### config.mk
export PLATFORM = sky130hd
export DESIGN_NAME = pwr_fail_resume
export DESIGN_NICKNAME = d
export VERILOG_FILES = /design/src/rtl/pfr_pkg.sv /design/src/rtl/pfr_sync.sv /design/src/rtl/pfr_flags.sv /design/src/rtl/pfr_resume.sv /design/src/rtl/pfr_wake.sv /design/src/rtl/pwr_fail_resume.sv
export SDC_FILE = /design/constraint.sdc
export NUM_CORES = 1
export LEC_CHECK = 0
export BUFFER_PORTS_ARGS = -buffer_cell sky130_fd_sc_hd__buf_2
export CAP_MARGIN = 5
export CORE_AREA = 8 8 45 47
export CTS_CLUSTER_DIAMETER = 150
export DETAILED_ROUTE_END_ITERATION = 8
export DIE_AREA = 0 0 53 55
export PLACE_DENSITY_LB_ADDON = 0.08
export SETUP_SLACK_MARGIN = 0.1
export SLEW_MARGIN = 20
export SYNTH_ARGS = -nofsm -noshare
export SYNTH_HDL_FRONTEND = slang
export SYNTH_SLANG_ARGS = --single-unit
### constraint.sdc
create_clock -name clk -period 1.05 [get_ports clk]
set_input_delay 0.1575 -clock clk [delete_from_list [all_inputs] [get_ports clk]]
set_output_delay 0.1575 -clock clk [all_outputs]
set_load 0.01 [all_outputs]
### src/rtl/pfr_pkg.sv
// Package: shared types and the resume-state lookup for the power-loss block.
// Assumes 3-bit sleep-state codes; any code other than S4 counts as a non-hibernate state.
package pfr_pkg;
    localparam int STATE_W = 3;
    localparam int NUM_SRC = 2;   // index 0: power good, index 1: resume-well reset

    typedef enum logic [STATE_W-1:0] {
        SLP_S0 = 3'b000,
        SLP_S1 = 3'b001,
        SLP_S3 = 3'b011,
        SLP_S4 = 3'b100,
        SLP_S5 = 3'b101
    } slp_state_e;

    // Picks the state to enter on power return; hibernate survives a stay-off setting.
    function automatic logic [STATE_W-1:0] resume_pick(input logic [STATE_W-1:0] at_fail,
                                                       input logic stay_off);
        if (!stay_off)
            return SLP_S0;
        else if (at_fail == SLP_S4)
            return SLP_S4;
        else
            return SLP_S5;
    endfunction
endpackage

### src/rtl/pfr_sync.sv
// Flop-chain synchroniser with falling-edge detection.
// Assumes STAGES >= 2 and that the input sits at RST_VAL while rst_n is low.
module pfr_sync #(
    parameter int   STAGES  = 2,
    parameter logic RST_VAL = 1'b1
) (
    input  logic clk,
    input  logic rst_n,
    input  logic din,
    output logic dsync,
    output logic fall
);
    logic [STAGES-1:0] chain;
    logic              prev;

    // Move the asynchronous level through the flop chain.
    always_ff @(posedge clk) begin
        if (!rst_n) chain <= {STAGES{RST_VAL}};
        else        chain <= {chain[STAGES-2:0], din};
    end

    // Keep the last synchronised value for edge detection.
    always_ff @(posedge clk) begin
        if (!rst_n) prev <= RST_VAL;
        else        prev <= chain[STAGES-1];
    end

    assign dsync = chain[STAGES-1];
    assign fall  = prev & ~chain[STAGES-1];
endmodule

### src/rtl/pfr_flags.sv
// Bank of sticky flags: set by an event, cleared by a write-one-to-clear pulse.
// Assumes set and clr are synchronous one-cycle pulses; set beats clear.
module pfr_flags #(
    parameter int N = 2
) (
    input  logic         clk,
    input  logic         rst_n,
    input  logic [N-1:0] set,
    input  logic [N-1:0] clr,
    output logic [N-1:0] flag
);
    for (genvar g = 0; g < N; g++) begin : g_flag
        // One sticky bit; a set in the same cycle as a clear keeps the bit high.
        always_ff @(posedge clk) begin
            if (!rst_n)      flag[g] <= 1'b0;
            else if (set[g]) flag[g] <= 1'b1;
            else if (clr[g]) flag[g] <= 1'b0;
        end
    end
endmodule

### src/rtl/pfr_resume.sv
// Captures the resume state at the first failure edge and holds it until power returns.
// Assumes sleep_state and stay_off are steady when the failure edge is detected.
module pfr_resume
    import pfr_pkg::*;
(
    input  logic               clk,
    input  logic               rst_n,
    input  logic               fail_edge,
    input  logic [STATE_W-1:0] sleep_state,
    input  logic               stay_off,
    input  logic               pwr_return,
    output logic [STATE_W-1:0] resume_state,
    output logic               resume_valid
);
    logic take;

    // Capture when nothing is held, or when the strobe frees the slot in the same cycle.
    assign take = fail_edge & (~resume_valid | pwr_return);

    // Hold the table result, and its valid mark, until the power-return strobe.
    always_ff @(posedge clk) begin
        if (!rst_n) begin
            resume_state <= SLP_S0;
            resume_valid <= 1'b0;
        end else if (take) begin
            resume_state <= resume_pick(sleep_state, stay_off);
            resume_valid <= 1'b1;
        end else if (pwr_return) begin
            resume_valid <= 1'b0;
        end
    end
endmodule

### src/rtl/pfr_wake.sv
// Wake enable and status bits, wiped while the resume-well reset is active.
// Assumes rsm_active is already synchronised; a pending power failure masks the request.
module pfr_wake (
    input  logic clk,
    input  logic rst_n,
    input  logic rsm_active,
    input  logic en_wr,
    input  logic en_d,
    input  logic evt,
    input  logic sts_clr,
    input  logic pwr_failed,
    output logic wake_en,
    output logic wake_sts,
    output logic wake_req
);
    // Enable bit: written by software, zeroed during the resume-well reset.
    always_ff @(posedge clk) begin
        if (!rst_n || rsm_active) wake_en <= 1'b0;
        else if (en_wr)           wake_en <= en_d;
    end

    // Status bit: set by an event, cleared by software, zeroed during the resume-well reset.
    always_ff @(posedge clk) begin
        if (!rst_n || rsm_active) wake_sts <= 1'b0;
        else if (evt)             wake_sts <= 1'b1;
        else if (sts_clr)         wake_sts <= 1'b0;
    end

    assign wake_req = wake_en & wake_sts & ~pwr_failed;
endmodule

### src/rtl/pwr_fail_resume.sv
// Top level: synchronises both power inputs, keeps the failure flags, picks the resume
// state and looks after the wake bits. Assumes both power inputs are high during rst_n.
module pwr_fail_resume
    import pfr_pkg::*;
#(
    parameter int SYNC_STAGES = 2
) (
    input  logic               clk,
    input  logic               rst_n,
    input  logic               pgood_i,
    input  logic               rsm_rst_n_i,
    input  logic [STATE_W-1:0] sleep_state_i,
    input  logic               stay_off_i,
    input  logic [NUM_SRC-1:0] flag_clr_i,
    input  logic               pwr_return_i,
    input  logic               wake_en_wr_i,
    input  logic               wake_en_d_i,
    input  logic               wake_evt_i,
    input  logic               wake_sts_clr_i,
    output logic               pgood_fail_o,
    output logic               pwr_fail_o,
    output logic [STATE_W-1:0] resume_state_o,
    output logic               resume_valid_o,
    output logic               wake_en_o,
    output logic               wake_sts_o,
    output logic               wake_req_o
);
    logic [NUM_SRC-1:0] raw_w;
    logic [NUM_SRC-1:0] sync_w;
    logic [NUM_SRC-1:0] fall_w;
    logic [NUM_SRC-1:0] flag_w;

    assign raw_w = {rsm_rst_n_i, pgood_i};

    for (genvar g = 0; g < NUM_SRC; g++) begin : g_src
        pfr_sync #(.STAGES(SYNC_STAGES), .RST_VAL(1'b1)) u_sync (
            .clk   (clk),
            .rst_n (rst_n),
            .din   (raw_w[g]),
            .dsync (sync_w[g]),
            .fall  (fall_w[g])
        );
    end

    pfr_flags #(.N(NUM_SRC)) u_flags (
        .clk   (clk),
        .rst_n (rst_n),
        .set   (fall_w),
        .clr   (flag_clr_i),
        .flag  (flag_w)
    );

    pfr_resume u_resume (
        .clk          (clk),
        .rst_n        (rst_n),
        .fail_edge    (|fall_w),
        .sleep_state  (sleep_state_i),
        .stay_off     (stay_off_i),
        .pwr_return   (pwr_return_i),
        .resume_state (resume_state_o),
        .resume_valid (resume_valid_o)
    );

    pfr_wake u_wake (
        .clk        (clk),
        .rst_n      (rst_n),
        .rsm_active (~sync_w[1]),
        .en_wr      (wake_en_wr_i),
        .en_d       (wake_en_d_i),
        .evt        (wake_evt_i),
        .sts_clr    (wake_sts_clr_i),
        .pwr_failed (flag_w[1]),
        .wake_en    (wake_en_o),
        .wake_sts   (wake_sts_o),
        .wake_req   (wake_req_o)
    );

    assign pgood_fail_o = flag_w[0];
    assign pwr_fail_o   = flag_w[1];
endmodule

; After elaboration in Yosys (flattened, before gate mapping)
; Index checks and enable logic that the tools add are counted.
[op_classes]
reduce_logical = 7
n_bitwise = 10
n_eq_ne = 1
muxes = 10
[ops]
columns = cell, n
row1 = $mux 1, 9
row2 = $reduce_bool 2->1, 4
row3 = $and 1x1->1, 5
row4 = $not 1->1, 4
row5 = $eq 3x3->1 const B, 1
row6 = $mux 3, 1
row7 = $reduce_or 2->1, 1
row8 = $logic_not 1->1, 1
row9 = $logic_or 1x1->1, 1
row10 = $or 1x1->1, 1
[totals]
elab_cells = 38
inputBits = 15
output_inout_bits = 9
reg_bits = 14

; Longest topological paths before layout
[logic_depth]
depth_word = 5
mapped_depth = 3
mapped_depth_nobuf = 3

; Hierarchy
; A second synthesis with hierarchy kept.
[unflattened]
hier_cells = 48
area_unflattened_um2 = 498.0
[by_module_without_submodules]
columns = mod, area_per_inst_um2, seq_area_each_um2, n_inst, cells_each
row1 = pfr_sync, 85.1, 60.1, 2, 7
row2 = pfr_resume, 148.9, 60.1, 1, 16
row3 = pfr_wake, 86.3, 40.0, 1, 10
row4 = pfr_flags, 82.6, 40.0, 1, 6
row5 = pwr_fail_resume, 10.0, 0.0, 1, 2

; Worst setup path after synthesis
; No wires, ideal clock.
[synth_path]
path_type = register to register
from = register g_src[1].u_sync.chain[1]
to = register u_resume.resume_state[0]
path_slack_ns = 0.232
required_ns = 0.978
path_stages_with_launch = 4
t_arrival_ns = 0.746
setup_time_ns = 0.072
synth_period_minus_slack_ns = 0.818
path_buffers = 0
path_cell_list = dfxtp_1 nor2b_4 o21ai_4 mux2i_1
[synth_between]
elab_chain_cells = 4
[synth_lines]
columns = element, line
row1 = start: declaration, pfr_sync.sv:13  ; logic [STAGES-1:0] chain;
row2 = start signal: assignment, pfr_sync.sv:18  ; if (!rst_n) chain <= {STAGES{RST_VAL}};
row3 = start signal: assignment, pfr_sync.sv:19  ; else chain <= {chain[STAGES-2:0], din};
row4 = $not 1->1, pfr_sync.sv:29  ; assign fall = prev & ~chain[STAGES-1];
row5 = $and 1x1->1, pfr_sync.sv:29
row6 = $reduce_or 2->1, pwr_fail_resume.sv:56  ; .fail_edge (|fall_w),
row7 = $and 1x1->1, pfr_resume.sv:18  ; assign take = fail_edge & (~resume_valid | pwr_return);
row8 = end signal: assignment, pfr_resume.sv:26  ; resume_state <= resume_pick(sleep_state, stay_off);
row9 = end: declaration, pfr_resume.sv:12  ; output logic [STATE_W-1:0] resume_state,
; No other way between the ends.
; A chain may end at the register's enable or synchronous reset.

; Worst setup path after layout
[layout_path]
from = register u_flags.flag[1]
to = output wake_req_o
[layout_between]
elab_chain_cells = 2
[layout_lines]
columns = element, line
row1 = start: declaration, pfr_flags.sv:10  ; output logic [N-1:0] flag
row2 = start signal: indexed assignment, pfr_flags.sv:15  ; if (!rst_n) flag[g] <= 1'b0;
row3 = start signal: indexed assignment, pfr_flags.sv:16  ; else if (set[g]) flag[g] <= 1'b1;
row4 = start signal: indexed assignment, pfr_flags.sv:17  ; else if (clr[g]) flag[g] <= 1'b0;
row5 = $not 1->1, pfr_wake.sv:29  ; assign wake_req = wake_en & wake_sts & ~pwr_failed;
row6 = $and 1x1->1, pfr_wake.sv:29
row7 = end: declaration, pwr_fail_resume.sv:26  ; output logic wake_req_o
; No other way between the ends.

==> results.md <==
Status:
- The run finished, with violations left.
- The checks that failed: negative setup slack.

Logic synthesis:
- The synthesized netlist devotes 0% of its cell area to adder and majority cells.
- Sorting the synthesized cells by how often they occur yields dfxtp_1, nand2b_1, nand2_1, nor2_1, mux2i_1.
- Ranked by total cell area, the synthesized netlist is headed by dfxtp_1, nand2b_1, mux2i_1.
- The synthesized netlist devotes 24.4% of its cell area to simple gates.
- Counting every net in the synthesized netlist gives a little over 60.
- The netlist uses 17 different library cells.
- After synthesis the cells add up to 482 um^2.
- After synthesis the netlist holds a flip-flop and latch count of 13.
- Of all cell types, the one taking the most synthesized area is dfxtp_1.
- The library cell with the highest instance count after synthesis is dfxtp_1.
- The share of flip-flops with an asynchronous set or reset after synthesis is 0%.
- Multiplexer cells account for 6.23% of the synthesized area.
- In the synthesized netlist the dominant register cell turns out to be dfxtp_1.
- In this run, synthesis inferred 0 flip-flops with an integrated enable.
- The top cell type's share of synthesized area is a little over half.
- The Yosys step of the flow raised 0 warnings.
- Summing the areas of all compound-gate instances in the mapped netlist gives a little over a tenth of the synthesized area.
- Of the synthesized area, sequential elements account for between 50% and 60%.
- The main combinational cell family by area after synthesis is simple AND/OR/NAND/NOR gates.
- After Yosys synthesis, XOR and XNOR cells account for 0% of the synthesized area.
- The number of instances in the synthesized netlist is 46.
- Each instance of the synthesized netlist takes up on average between 10 and 15 um^2.

STA:
- Setup repair after global routing could not meet its margin everywhere.
- The final critical-path setup slack is -0.0135 ns.
- On the final layout, the worst hold slack is roughly 0.061 ns.
- The shortest clock period the worst path allows after layout is between 1 and 1.5 ns.
- Setup violations remaining at the end of the flow were counted as 1.
- The post-route setup TNS is -0.0135 ns.
- The number of max-slew violations in the final report is 0.
- For this run, the top clock speed supported by timing is between 0.9 and 1 GHz.
- The final worst-path cycle share is 101%.
- The setup clock skew after layout is between 0.0015 and 0.002 ns.
- The count of final hold-check violations came to 0.

Global route:
- The via count of the first global-routing pass came to about 350.
- Global routing used 7.15% of the available tracks.
- The pin count of the biggest net entering global routing is 14.
- The global route total overflow is 0.
- The global-route wire length before repair is 1.49 mm.
- The number of antenna violations at the first check in global routing is 0.

Power and ir drop:
- Per report_power, the combinational group accounts for between 10% and 20% of the total.
- Total power for the finished layout comes to around 930 uW.
- For this design the ratio of total power to cell area is ~1500 nW/um^2.
- Net switching is 22.9% of the power.
- The clock network is responsible for between 30 and 40% of the overall power.
- The share of total power dissipated in sequential elements is 56.5%.
- In this run the power spent charging and discharging nets is between 200 and 250 uW.
- Internal power comes to about 720 uW.
- The analysis attributes to cell leakage a power of between 0.3 and 0.4 nW.
- The maximum resistive drop on vdd is roughly 0.85 mV.

Drt:
- The overall via count from detail_route is between 300 and 400.
- The wire length per cell is about 11 um.
- For this run, design rule violations remaining after detail routing come to 0.
- After detailed routing, the number of vias per cell comes to a little over 4.
- The first detailed-routing pass took 4 iterations.
- The count of nets left with antenna violations after detail routing is 0.
- For this block, the initial DRC count from the detailed router was 1.
- The routed wire length is approximately 920 um.

Cells and area:
- The number of fill cells is 150.
- The post-route netlist has between 40% and 50% of its cells at a drive strength greater than 1.
- After the flow finishes, the layout carries non-filler instances totaling 86.
- The layout-stage area growth over the synthesis result is 30.1%.
- The total inserted antenna cells is 0.
- In the final design database the tool counted between 80 and 90 nets.

Critical path:
- The startpoint class of the critical path is a flop.
- STA puts the critical path data arrival time at between 0.9 and 1 ns.
- The maximum fanout along the worst path is 3.
- The path type of the worst setup path is reg2out.
- The nature of the critical path endpoint is a primary output.
- Data on the critical path is required at its endpoint by ~0.89 ns.
- Counting cells, the worst reg-to-reg path comes to 3.

CTS:
- The TritonCTS clock tree is yes.
- The number of sinks driven by the clock tree is 13.
- The clock buffer count from CTS is 3.
- The longest clock path from root to sink contains 2 buffers.
- Buffers inserted to repair hold after CTS numbered 0.
- After clock tree synthesis, the clock-pin slew on the worst setup and hold paths is ~0.080 ns.
- The later-pin clock latency in the skew report is 0.27 ns.
- The root buffer cell chosen for the clock tree is clkbuf_4.
- CTS built an H-tree with a depth of 1.
- The post-CTS setup-driven buffer insertion count is 0.

Hold path:
- The number of cells on the worst hold path is 2.
- The worst hold path class is in2reg.

Floorplanning:
- The floorplan step set the die height to ~55 um.
- The number of placed I/O pins is 24.
- From left edge to right edge, the die measures between 50 and 60 um.
- The initial utilization of the core area, before any placement, comes to between 30% and 40%.
- The overall die area is approximately 3000 um^2.
- The floorplan has 14 rows.
- The core area is 1380 um^2.

Placed design:
- At the end of routability-driven placement, the weighted congestion stood at between 0.6 and 0.7.
- The post-place setup slack is roughly 0.17 ns.
- In this run the tool buffered the top-level ports with 22 buffer cells.
- The HPWL after detailed placement is ~710 um.
- The total instance count after detailed placement is slightly above 80.

Run:
- The max-capacitance violation count is 0.
==> worst paths after layout <==
path | end | slack, ns | start
setup reg to reg | u_resume.resume_state[0]$_SDFFE_PN0P_ | 0.17 | g_src[1].u_sync.chain[1]$_SDFF_PN1_
setup / recovery | wake_req_o | -0.01 | u_flags.flag[1]$_SDFFE_PN0P_
hold reg to reg | g_src[0].u_sync.chain[1]$_SDFF_PN1_ | 0.41 | g_src[0].u_sync.chain[0]$_SDFF_PN1_
hold / removal | g_src[1].u_sync.chain[0]$_SDFF_PN1_ | 0.06 | rsm_rst_n_i
==> cell usage in the layout, fill, tap and decap left out, drive strengths merged, types with 2 or more instances in the layout <==
| cell type | n |
|---|---|
| nand2b | 7 |
| mux2i | 3 |
| o21a | 2 |
| clkbuf | 4 |
| nand2 | 4 |
| dfxtp | 13 |
| nor2b | 4 |
| nor2 | 4 |
| buf | 22 |
==> repair_timing <==
action | in CTS | in global routing
pin swaps | 0 | 0
endpoints found under the setup margin | 1 | 4
gates cloned | 0 | 0
resized for setup | 1 | 2
==> metal layers <==
| layer | up-vias | wire length (um) | track usage [%] |
|---|---|---|---|
| met5 | - | 0 | 0 |
| met4 | 0 | 0 | 5.17 |
| met1 | 141 | 412 | 7.88 |
| li1 | 194 | - | - |
| met3 | 0 | 141 | 4.55 |
| met2 | 18 | 361 | 9.77 |
==> power by group through the flow <==
stage	logic, mW	clock network (mW)	registers [mW]
6_report	0.102	0.303	0.527
5_1_grt	0.113	0.349	0.531
4_1_cts	0.104	0.326	0.527
3_5_place_dp	0.104	0	0.538
3_3_place_gp	0.103	0	0.538
2_1_floorplan	0.0537	0	0.545
==> cells by family after synthesis <==
group,count (synthesis)
AO/OA/AOI/OAI,6
multiplexers,3
AND/OR/NAND/NOR,20
other,1
flip-flops,13
buffers and inverters,3
==> worst max-delay path, stage by stage, from the launching register on <==
cell,delay (ns)
dfxtp_2,0.33
and3b_1,0.19
buf_2,0.12
==> state kept, by name, indices dropped and copies added, names as in the netlist <==
name and cells:
u_wake.wake_en 1, u_wake.wake_sts 1, g_src.u_sync.prev 2, u_resume.resume_state 2, g_src.u_sync.chain 4, u_resume.resume_valid 1, u_flags.flag 2
==> stage by stage <==
stage | utilization [%] | instance area [um^2]
after floorplan | - | 482
after global placement | 43.1 | 597
after detailed placement | 43.1 | 597
after CTS | 45.1 | 624
after global routing | 45.3 | 627
final | 45.3 | 627
==> layout make-up <==
cell class	instances	area, um^2	share of cell area [%]
clock buffers	4	26.3	4.19
inverters	1	3.75	0.599
multi-input cells	30	203	32.3
well taps	16	20.0	3.19
repair buffers	22	110	17.6
flip-flops and latches	13	264	42.1
Note: power is estimated with default switching activity, not from simulation.
